### src/rtl/sarc_pkg.sv
`timescale 1ns/1ps
package sarc_pkg;
  typedef enum logic {
    ST_IDLE = 1'b0,
    ST_CONV = 1'b1
  } sarc_state_e;
endpackage

### src/rtl/sarc_sync.sv
`timescale 1ns/1ps
// Multi-stage synchroniser for a vector of asynchronous levels.
module sarc_sync #(
  parameter int             W       = 1,
  parameter int             STAGES  = 2,
  parameter logic [W-1:0]   RST_VAL = '0
) (
  input  logic         clk,
  input  logic         rst_n,
  input  logic [W-1:0] d,
  output logic [W-1:0] q
);
  logic [STAGES-1:0][W-1:0] stg_q;

  always_ff @(posedge clk or negedge rst_n) begin
    if (!rst_n) begin
      for (int i = 0; i < STAGES; i++) stg_q[i] <= RST_VAL;
    end else begin
      stg_q[0] <= d;
      for (int i = 1; i < STAGES; i++) stg_q[i] <= stg_q[i-1];
    end
  end

  assign q = stg_q[STAGES-1];
endmodule

### src/rtl/sarc_seq.sv
`timescale 1ns/1ps
// Start/abort decode and successive-approximation search.
module sarc_seq
  import sarc_pkg::*;
#(
  parameter int DW       = 12,
  parameter int STEP_CYC = 36
) (
  input  logic          clk,
  input  logic          rst_n,
  input  logic          cvt_req,
  input  logic          cmp_in,
  output logic          busy,
  output logic          start,
  output logic          res_we,
  output logic [DW-1:0] res_ob,
  output logic [DW-1:0] dac_code
);
  localparam int CW = (STEP_CYC > 1) ? $clog2(STEP_CYC) : 1;
  localparam int IW = (DW > 1) ? $clog2(DW) : 1;
  localparam logic [CW-1:0] CNT_LAST = CW'(STEP_CYC - 1);
  localparam logic [IW-1:0] BIT_TOP  = IW'(DW - 1);
  localparam logic [DW-1:0] MSB_ONLY = {1'b1, {(DW-1){1'b0}}};

  sarc_state_e     st_q, st_d;
  logic            req_q;
  logic [CW-1:0]   cnt_q, cnt_d;
  logic [IW-1:0]   bidx_q, bidx_d;
  logic [DW-1:0]   trial_q, trial_d;
  logic [DW-1:0]   mask, decided;
  logic            step_en;

  assign start   = cvt_req & ~req_q;
  assign busy    = (st_q == ST_CONV);
  assign mask    = DW'(1) << bidx_q;
  assign decided = cmp_in ? trial_q : (trial_q & ~mask);
  assign step_en = busy | start;

  always_comb begin
    st_d    = st_q;
    cnt_d   = cnt_q;
    bidx_d  = bidx_q;
    trial_d = trial_q;
    res_we  = 1'b0;
    res_ob  = decided;
    case (st_q)
      ST_IDLE: begin
        if (start) begin
          st_d    = ST_CONV;
          cnt_d   = '0;
          bidx_d  = BIT_TOP;
          trial_d = MSB_ONLY;
        end
      end
      ST_CONV: begin
        if (start) begin
          st_d    = ST_IDLE;
          cnt_d   = '0;
          trial_d = '0;
        end else if (cnt_q == CNT_LAST) begin
          cnt_d = '0;
          if (bidx_q == '0) begin
            st_d    = ST_IDLE;
            trial_d = '0;
            res_we  = 1'b1;
          end else begin
            bidx_d  = bidx_q - 1'b1;
            trial_d = decided | (mask >> 1);
          end
        end else begin
          cnt_d = cnt_q + 1'b1;
        end
      end
      default: st_d = ST_IDLE;
    endcase
  end

  always_ff @(posedge clk or negedge rst_n) begin
    if (!rst_n) begin
      st_q    <= ST_IDLE;
      req_q   <= 1'b0;
      cnt_q   <= '0;
      bidx_q  <= '0;
      trial_q <= '0;
    end else begin
      req_q <= cvt_req;
      st_q  <= st_d;
      if (step_en) begin
        cnt_q   <= cnt_d;
        bidx_q  <= bidx_d;
        trial_q <= trial_d;
      end
    end
  end

  assign dac_code = trial_q;

  // a start edge while idle begins a conversion
  a_r2_start_takes: assert property (@(posedge clk) disable iff (!rst_n)
    (!busy && cvt_req && !req_q) |=> busy);

  // a start edge during a conversion aborts it
  a_r5_abort_clears: assert property (@(posedge clk) disable iff (!rst_n)
    (busy && cvt_req && !req_q) |=> (!busy && dac_code == '0));

  // the first trial has only the top bit set
  a_r3_msb_first: assert property (@(posedge clk) disable iff (!rst_n)
    $rose(busy) |-> (dac_code == MSB_ONLY));

  // the trial holds for the whole step
  a_r3_trial_held: assert property (@(posedge clk) disable iff (!rst_n)
    (busy && !start && cnt_q != CNT_LAST) |=> $stable(dac_code));
endmodule

### src/rtl/sarc_bus.sv
`timescale 1ns/1ps
// Result register, stale-read window and byte-lane port.
module sarc_bus #(
  parameter int            DW        = 12,
  parameter int            LANE_W    = 8,
  parameter int            VALID_WIN = 300,
  parameter logic [DW-1:0] POISON    = 12'hBAD
) (
  input  logic                clk,
  input  logic                rst_n,
  input  logic                start,
  input  logic                busy,
  input  logic                res_we,
  input  logic [DW-1:0]       res_ob,
  input  logic                sel_s,
  input  logic                rd_s,
  input  logic                lane_s,
  output logic [2*LANE_W-1:0] dq,
  output logic                dq_oe
);
  localparam int LO_W = DW - LANE_W;
  localparam int PAD  = LANE_W - LO_W;
  localparam int WCW  = (VALID_WIN > 0) ? $clog2(VALID_WIN + 1) : 1;
  localparam logic [WCW-1:0] WIN_MAX = WCW'(VALID_WIN);

  logic [DW-1:0]     res_q, res_d;
  logic [WCW-1:0]    win_q, win_d;
  logic              win_en, stale;
  logic [DW-1:0]     rd_val;
  logic [LANE_W-1:0] hi_lane, lo_lane;

  assign res_d  = {~res_ob[DW-1], res_ob[DW-2:0]};
  assign win_en = (start & ~busy) | busy;

  always_comb begin
    win_d = win_q;
    if (start && !busy)                win_d = '0;
    else if (busy && win_q != WIN_MAX) win_d = win_q + 1'b1;
  end

  always_ff @(posedge clk or negedge rst_n) begin
    if (!rst_n) begin
      res_q <= '0;
      win_q <= '0;
    end else begin
      if (res_we) res_q <= res_d;
      if (win_en) win_q <= win_d;
    end
  end

  assign stale   = busy && (win_q == WIN_MAX);
  assign rd_val  = stale ? POISON : res_q;
  assign hi_lane = rd_val[DW-1 -: LANE_W];

  if (PAD > 0) begin : g_pad
    assign lo_lane = {rd_val[LO_W-1:0], {PAD{1'b0}}};
  end else begin : g_nopad
    assign lo_lane = rd_val[LO_W-1:0];
  end

  assign dq_oe = ~sel_s & rd_s;
  assign dq    = !dq_oe ? '0 : (lane_s ? {lo_lane, hi_lane} : {hi_lane, lo_lane});

  // the result only moves on a completion strobe
  a_r9_res_on_done: assert property (@(posedge clk) disable iff (!rst_n)
    !$stable(res_q) |-> $past(res_we));

  // the window count restarts with each conversion
  a_r8_win_cleared: assert property (@(posedge clk) disable iff (!rst_n)
    $rose(busy) |-> (win_q == '0));

  // unused low positions of the full-word layout are zero
  if (PAD > 0) begin : g_pad_chk
    a_r7_pad_zero: assert property (@(posedge clk) disable iff (!rst_n)
      (dq_oe && !lane_s) |-> (dq[PAD-1:0] == '0));
  end
endmodule

### src/rtl/sarc_top.sv
`timescale 1ns/1ps
module sarc_top #(
  parameter int            DW        = 12,
  parameter int            LANE_W    = 8,
  parameter int            STEP_CYC  = 36,
  parameter int            VALID_WIN = 300,
  parameter logic [DW-1:0] POISON    = 12'hBAD
) (
  input  logic                clk,
  input  logic                rst_n,
  input  logic                sel_n,
  input  logic                rdconv,
  input  logic                lane_sel,
  input  logic                cmp_in,
  output logic [DW-1:0]       dac_code,
  output logic                busy_n,
  output logic [2*LANE_W-1:0] dq,
  output logic                dq_oe
);
  logic          rst_ni;
  logic [2:0]    strb_s;
  logic          sel_s, rd_s, lane_s, cvt_req;
  logic          busy, start, res_we;
  logic [DW-1:0] res_ob;

  sarc_sync #(.W(1), .STAGES(2), .RST_VAL(1'b0)) u_rst (
    .clk(clk), .rst_n(rst_n), .d(1'b1), .q(rst_ni)
  );

  sarc_sync #(.W(3), .STAGES(2), .RST_VAL(3'b011)) u_strb (
    .clk(clk), .rst_n(rst_ni), .d({lane_sel, rdconv, sel_n}), .q(strb_s)
  );

  assign sel_s   = strb_s[0];
  assign rd_s    = strb_s[1];
  assign lane_s  = strb_s[2];
  assign cvt_req = ~sel_s & ~rd_s;

  sarc_seq #(.DW(DW), .STEP_CYC(STEP_CYC)) u_seq (
    .clk(clk), .rst_n(rst_ni), .cvt_req(cvt_req), .cmp_in(cmp_in),
    .busy(busy), .start(start), .res_we(res_we), .res_ob(res_ob),
    .dac_code(dac_code)
  );

  sarc_bus #(.DW(DW), .LANE_W(LANE_W), .VALID_WIN(VALID_WIN), .POISON(POISON)) u_bus (
    .clk(clk), .rst_n(rst_ni), .start(start), .busy(busy), .res_we(res_we),
    .res_ob(res_ob), .sel_s(sel_s), .rd_s(rd_s), .lane_s(lane_s),
    .dq(dq), .dq_oe(dq_oe)
  );

  assign busy_n = ~busy;
endmodule

### config.mk
export PLATFORM = sky130hd
export DESIGN_NAME = sarc_top
export DESIGN_NICKNAME = d
export VERILOG_FILES = /design/src/rtl/sarc_pkg.sv /design/src/rtl/sarc_sync.sv /design/src/rtl/sarc_seq.sv /design/src/rtl/sarc_bus.sv /design/src/rtl/sarc_top.sv
export SDC_FILE = /design/constraint.sdc
export NUM_CORES = 1
export LEC_CHECK = 0
export ABC_AREA = 1
export CAP_MARGIN = 20
export CORE_ASPECT_RATIO = 1.5
export CORE_MARGIN = 4
export CORE_UTILIZATION = 56
export DETAILED_ROUTE_END_ITERATION = 10
export GPL_TIMING_DRIVEN = 0
export PLACE_DENSITY = 0.9
export SLEW_MARGIN = 0
export SYNTH_ARGS = -nofsm -noshare
export SYNTH_HDL_FRONTEND = slang
export SYNTH_SLANG_ARGS = --single-unit
### constraint.sdc
create_clock -name clk -period 1.86 [get_ports clk]
set_clock_uncertainty 0.1 [all_clocks]
set_input_delay 0.279 -clock clk [delete_from_list [all_inputs] [get_ports clk]]
set_output_delay 0.279 -clock clk [all_outputs]
set_load 0.02 [all_outputs]
==> results.sh <==
export IMPL_outcome="finished with violations"
export IMPL_violations="negative setup slack"
export IMPL_regArea_mm2=0.001334
export IMPL_fmax_mhz=476.5
export IMPL_comb_power_share=0.324
export IMPL_arrival_ns=1.72
export IMPL_start_util=0.5725
export IMPL_hold_worst_slack_ns=0.01499
export IMPL_max_cap_violations=0
export IMPL_dieWidth_um=67.10
export IMPL_ys_warn_count=0
export IMPL_diodes=0
export IMPL_irDropWorstVdd_v=0.0007711
export IMPL_area_growth_pct=26.40
export IMPL_period_needed_ns=2.099
export IMPL_slew_violations=0
export IMPL_drt_pass1_iterations=5
export IMPL_synth_cell_type_count=32
export IMPL_cts_max_level=2
export IMPL_path_clk_slew_ns=0.10
export IMPL_core_mm2=0.005125
export IMPL_yosysSeqAreaShare=0.4537
export IMPL_cts_hold_buf=0
export IMPL_multi_input_area_mm2=0.001458
export IMPL_syn_area_per_cell_um2=7.681
export IMPL_syn_nets=396
export IMPL_io_buffers=35
export IMPL_grt_max_degree=36
export IMPL_cts_tree="yes"
export IMPL_synth_top_cell_area_share=0.4179
export IMPL_power_density_mw_per_mm2=909.8
export IMPL_crit_required_ns=1.48
export IMPL_gp_congestion=0.9154
export IMPL_path_class="reg2out"
export IMPL_critPathLaunchType="flip-flop"
export IMPL_numCtsBuffers=5
export IMPL_swShare=0.3546
export IMPL_rows=32
export IMPL_finalHoldViolCount=0
export IMPL_post_route_util=0.7236
export IMPL_worst_hold_path_type="in2async"
export IMPL_layout_setup_ws_ns=-0.2388
export IMPL_nets=454
export IMPL_antenna_left=0
export IMPL_synth_area_leader_cell="dfrtp_1"
export IMPL_synthTopCellsByArea="dfrtp_1 42%, nand2_1 19%, nand3_1 5.5%"
export IMPL_drive_gt1_frac=0.2630
export IMPL_route_detailed_wl_per_inst_um=13.92
export IMPL_synth_ff_latch_count=53
export IMPL_fillers=385
export IMPL_vias_per_cell=5.277
export IMPL_synthesis_area_mm2=0.002934
export IMPL_netSwitchingPower_w=0.001196
export IMPL_grt_antenna_before_repair=0
export IMPL_period_share=1.128
export IMPL_critPathMaxFanout=7
export IMPL_die_area_mm2=0.006485
export IMPL_clkSinkCount=53
export IMPL_io_pin_count=36
export IMPL_clk_path_buf_depth=2
export IMPL_grt_first_pass_wirelength_mm=12.03
export IMPL_dp_hpwl_mm=4.851
export IMPL_dp_worst_setup_slack_ns=-0.5605
export IMPL_p_int_w=0.002178
export IMPL_drt_iter0_drc=192
export IMPL_gr_usage_all_layers=0.2333
export IMPL_rsz0062_at_grt="true"
export IMPL_syn_instance_count=382
export IMPL_drc_errors=0
export IMPL_pwr_share_seq=0.429
export IMPL_routed_wl_mm=7.085
export IMPL_overflow=0
export IMPL_dpl_cell_area_mm2=0.003393
export IMPL_die_h_um=96.65
export IMPL_leakage_nw=1.927
export IMPL_clk_latency_ns=0.31
export IMPL_pwr_share_clk=0.246
export IMPL_final_area_mm2=0.003709
export IMPL_cts_root_buffer="clkbuf_8"
export IMPL_grt_pass1_vias=2722
export IMPL_finalSetupViolations=16
export IMPL_endpoint_kind="output port"
export IMPL_tns_ns=-3.137
export IMPL_vias=2686
[flip-flops by register name (all words and copies together), names as in the netlist, 3 cells and up]
| register | count |
|---|---|
| u_strb.q | 3 |
| u_strb.stg_q | 3 |
| u_bus.win_q | 9 |
| u_bus.res_q | 12 |
| u_seq.dac_code | 12 |
| u_seq.cnt_q | 6 |
| u_seq.bidx_q | 4 |
[Yosys cell counts, drive strengths merged]
cell	number
nand2	151
dfrtp	49
inv	40
o21ai	37
nand3	35
nor2	29
buf	9
ha	8
a21oi	4
dfstp	4
nand4	4
xor2	3
clkbuf	2
o21bai	2
xnor2	2
conb	1
o22ai	1
or2	1
[area by class of cell]
cell class	count	share of cell area
Sequential cell	53	0.3596
Tap cell	68	0.02294
Timing Repair Buffer	51	0.1221
Multi-Input combinational cell	278	0.3931
Clock buffer	6	0.02227
Inverter	40	0.04386
Clock inverter	2	0.01012
Buffer	11	0.02598
[metrics by stage]
stage,std cells,power [W]
after floorplan,382,0.002109
after global placement,485,0.002323
after detailed placement,486,0.002366
after CTS,502,0.003269
after global routing,509,0.003569
final,509,0.003374
[what timing repair did]
action / in CTS / in global routing
buffers inserted: 7 / 7
setup endpoints to repair: 18 / 40
gates resized for setup: 101 / 27
gates cloned: 1 / 0
pin swaps: 9 / 10
[worst paths after layout]
kind | slack, ns | cells after the start | start | endpoint
worst max-delay path | -0.24 | 9 | u_seq.busy | dq[3]
worst min-delay path | 0.01 | 1 | rst_n | u_rst.stg_q[0]
worst max register to register | 0.04 | 8 | u_seq.bidx_q[0] | u_bus.res_q[5]
worst min register to register | 0.09 | 0 | u_rst.q | u_seq.req_q
max in group asynchronous | 1.05 | 1 | u_rst.q | u_bus.res_q[10]
min in group clk | 0.26 | 0 | u_rst.stg_q[0] | u_rst.q
[critical path: stages (launching register included)]
cell     delay [ns]
dfrtp_1        0.40
buf_6          0.15
nand2_2        0.06
nor2_2         0.15
nand3_4        0.13
buf_6          0.17
nand2_2        0.06
inv_2          0.04
nor2_2         0.10
buf_6          0.13
[layout by cell type, fill, tap and decap left out, types with 4 or more instances in the layout]
cell type	Yosys	routed
ha_1	8	7
clkdlybuf4s50_1	0	17
buf_4	2	21
clkbuf_8	0	6
nor2_1	24	20
o21ai_1	7	13
dfrtp_1	49	47
nand3_1	32	32
inv_2	5	9
o21ai_0	19	13
buf_6	5	13
nor2_2	4	6
inv_1	33	27
o21ai_2	11	11
nand2_1	148	132
nand2_2	3	16
buf_2	2	6
dfstp_2	4	4
[per-layer routing]
| layer | GRT usage | part of all wire | vias to the layer above |
|---|---|---|---|
| met2 | 0.4114 | 0.55 | 66 |
| met5 | 0 | 0 | - |
| met4 | 0.08438 | 0.017 | 0 |
| li1 | - | - | 1309 |
| met1 | 0.2758 | 0.39 | 1301 |
| met3 | 0.03717 | 0.038 | 10 |
[power groups by stage]
stage | Clock [W] | Sequential [W] | Combinational (W)
detailed placement | 0 | 0.00146 | 0.000903
finish | 0.000831 | 0.00145 | 0.00109
floorplan | 0 | 0.00145 | 0.000654
global placement | 0 | 0.00147 | 0.000851
global route | 0.000885 | 0.00147 | 0.00122
CTS | 0.000833 | 0.00144 | 0.00100
[logic make-up after synthesis]
kind of cell	count (synthesis)	share of synthesized area
compound gates	44	0.09509
buf+inv	51	0.08443
other cells	1	0.001278
flops	53	0.4537
xor+xnor	5	0.01493
simple gates	220	0.3164
fa+ha+maj	8	0.03412
Power figures use the tool's default switching activity.
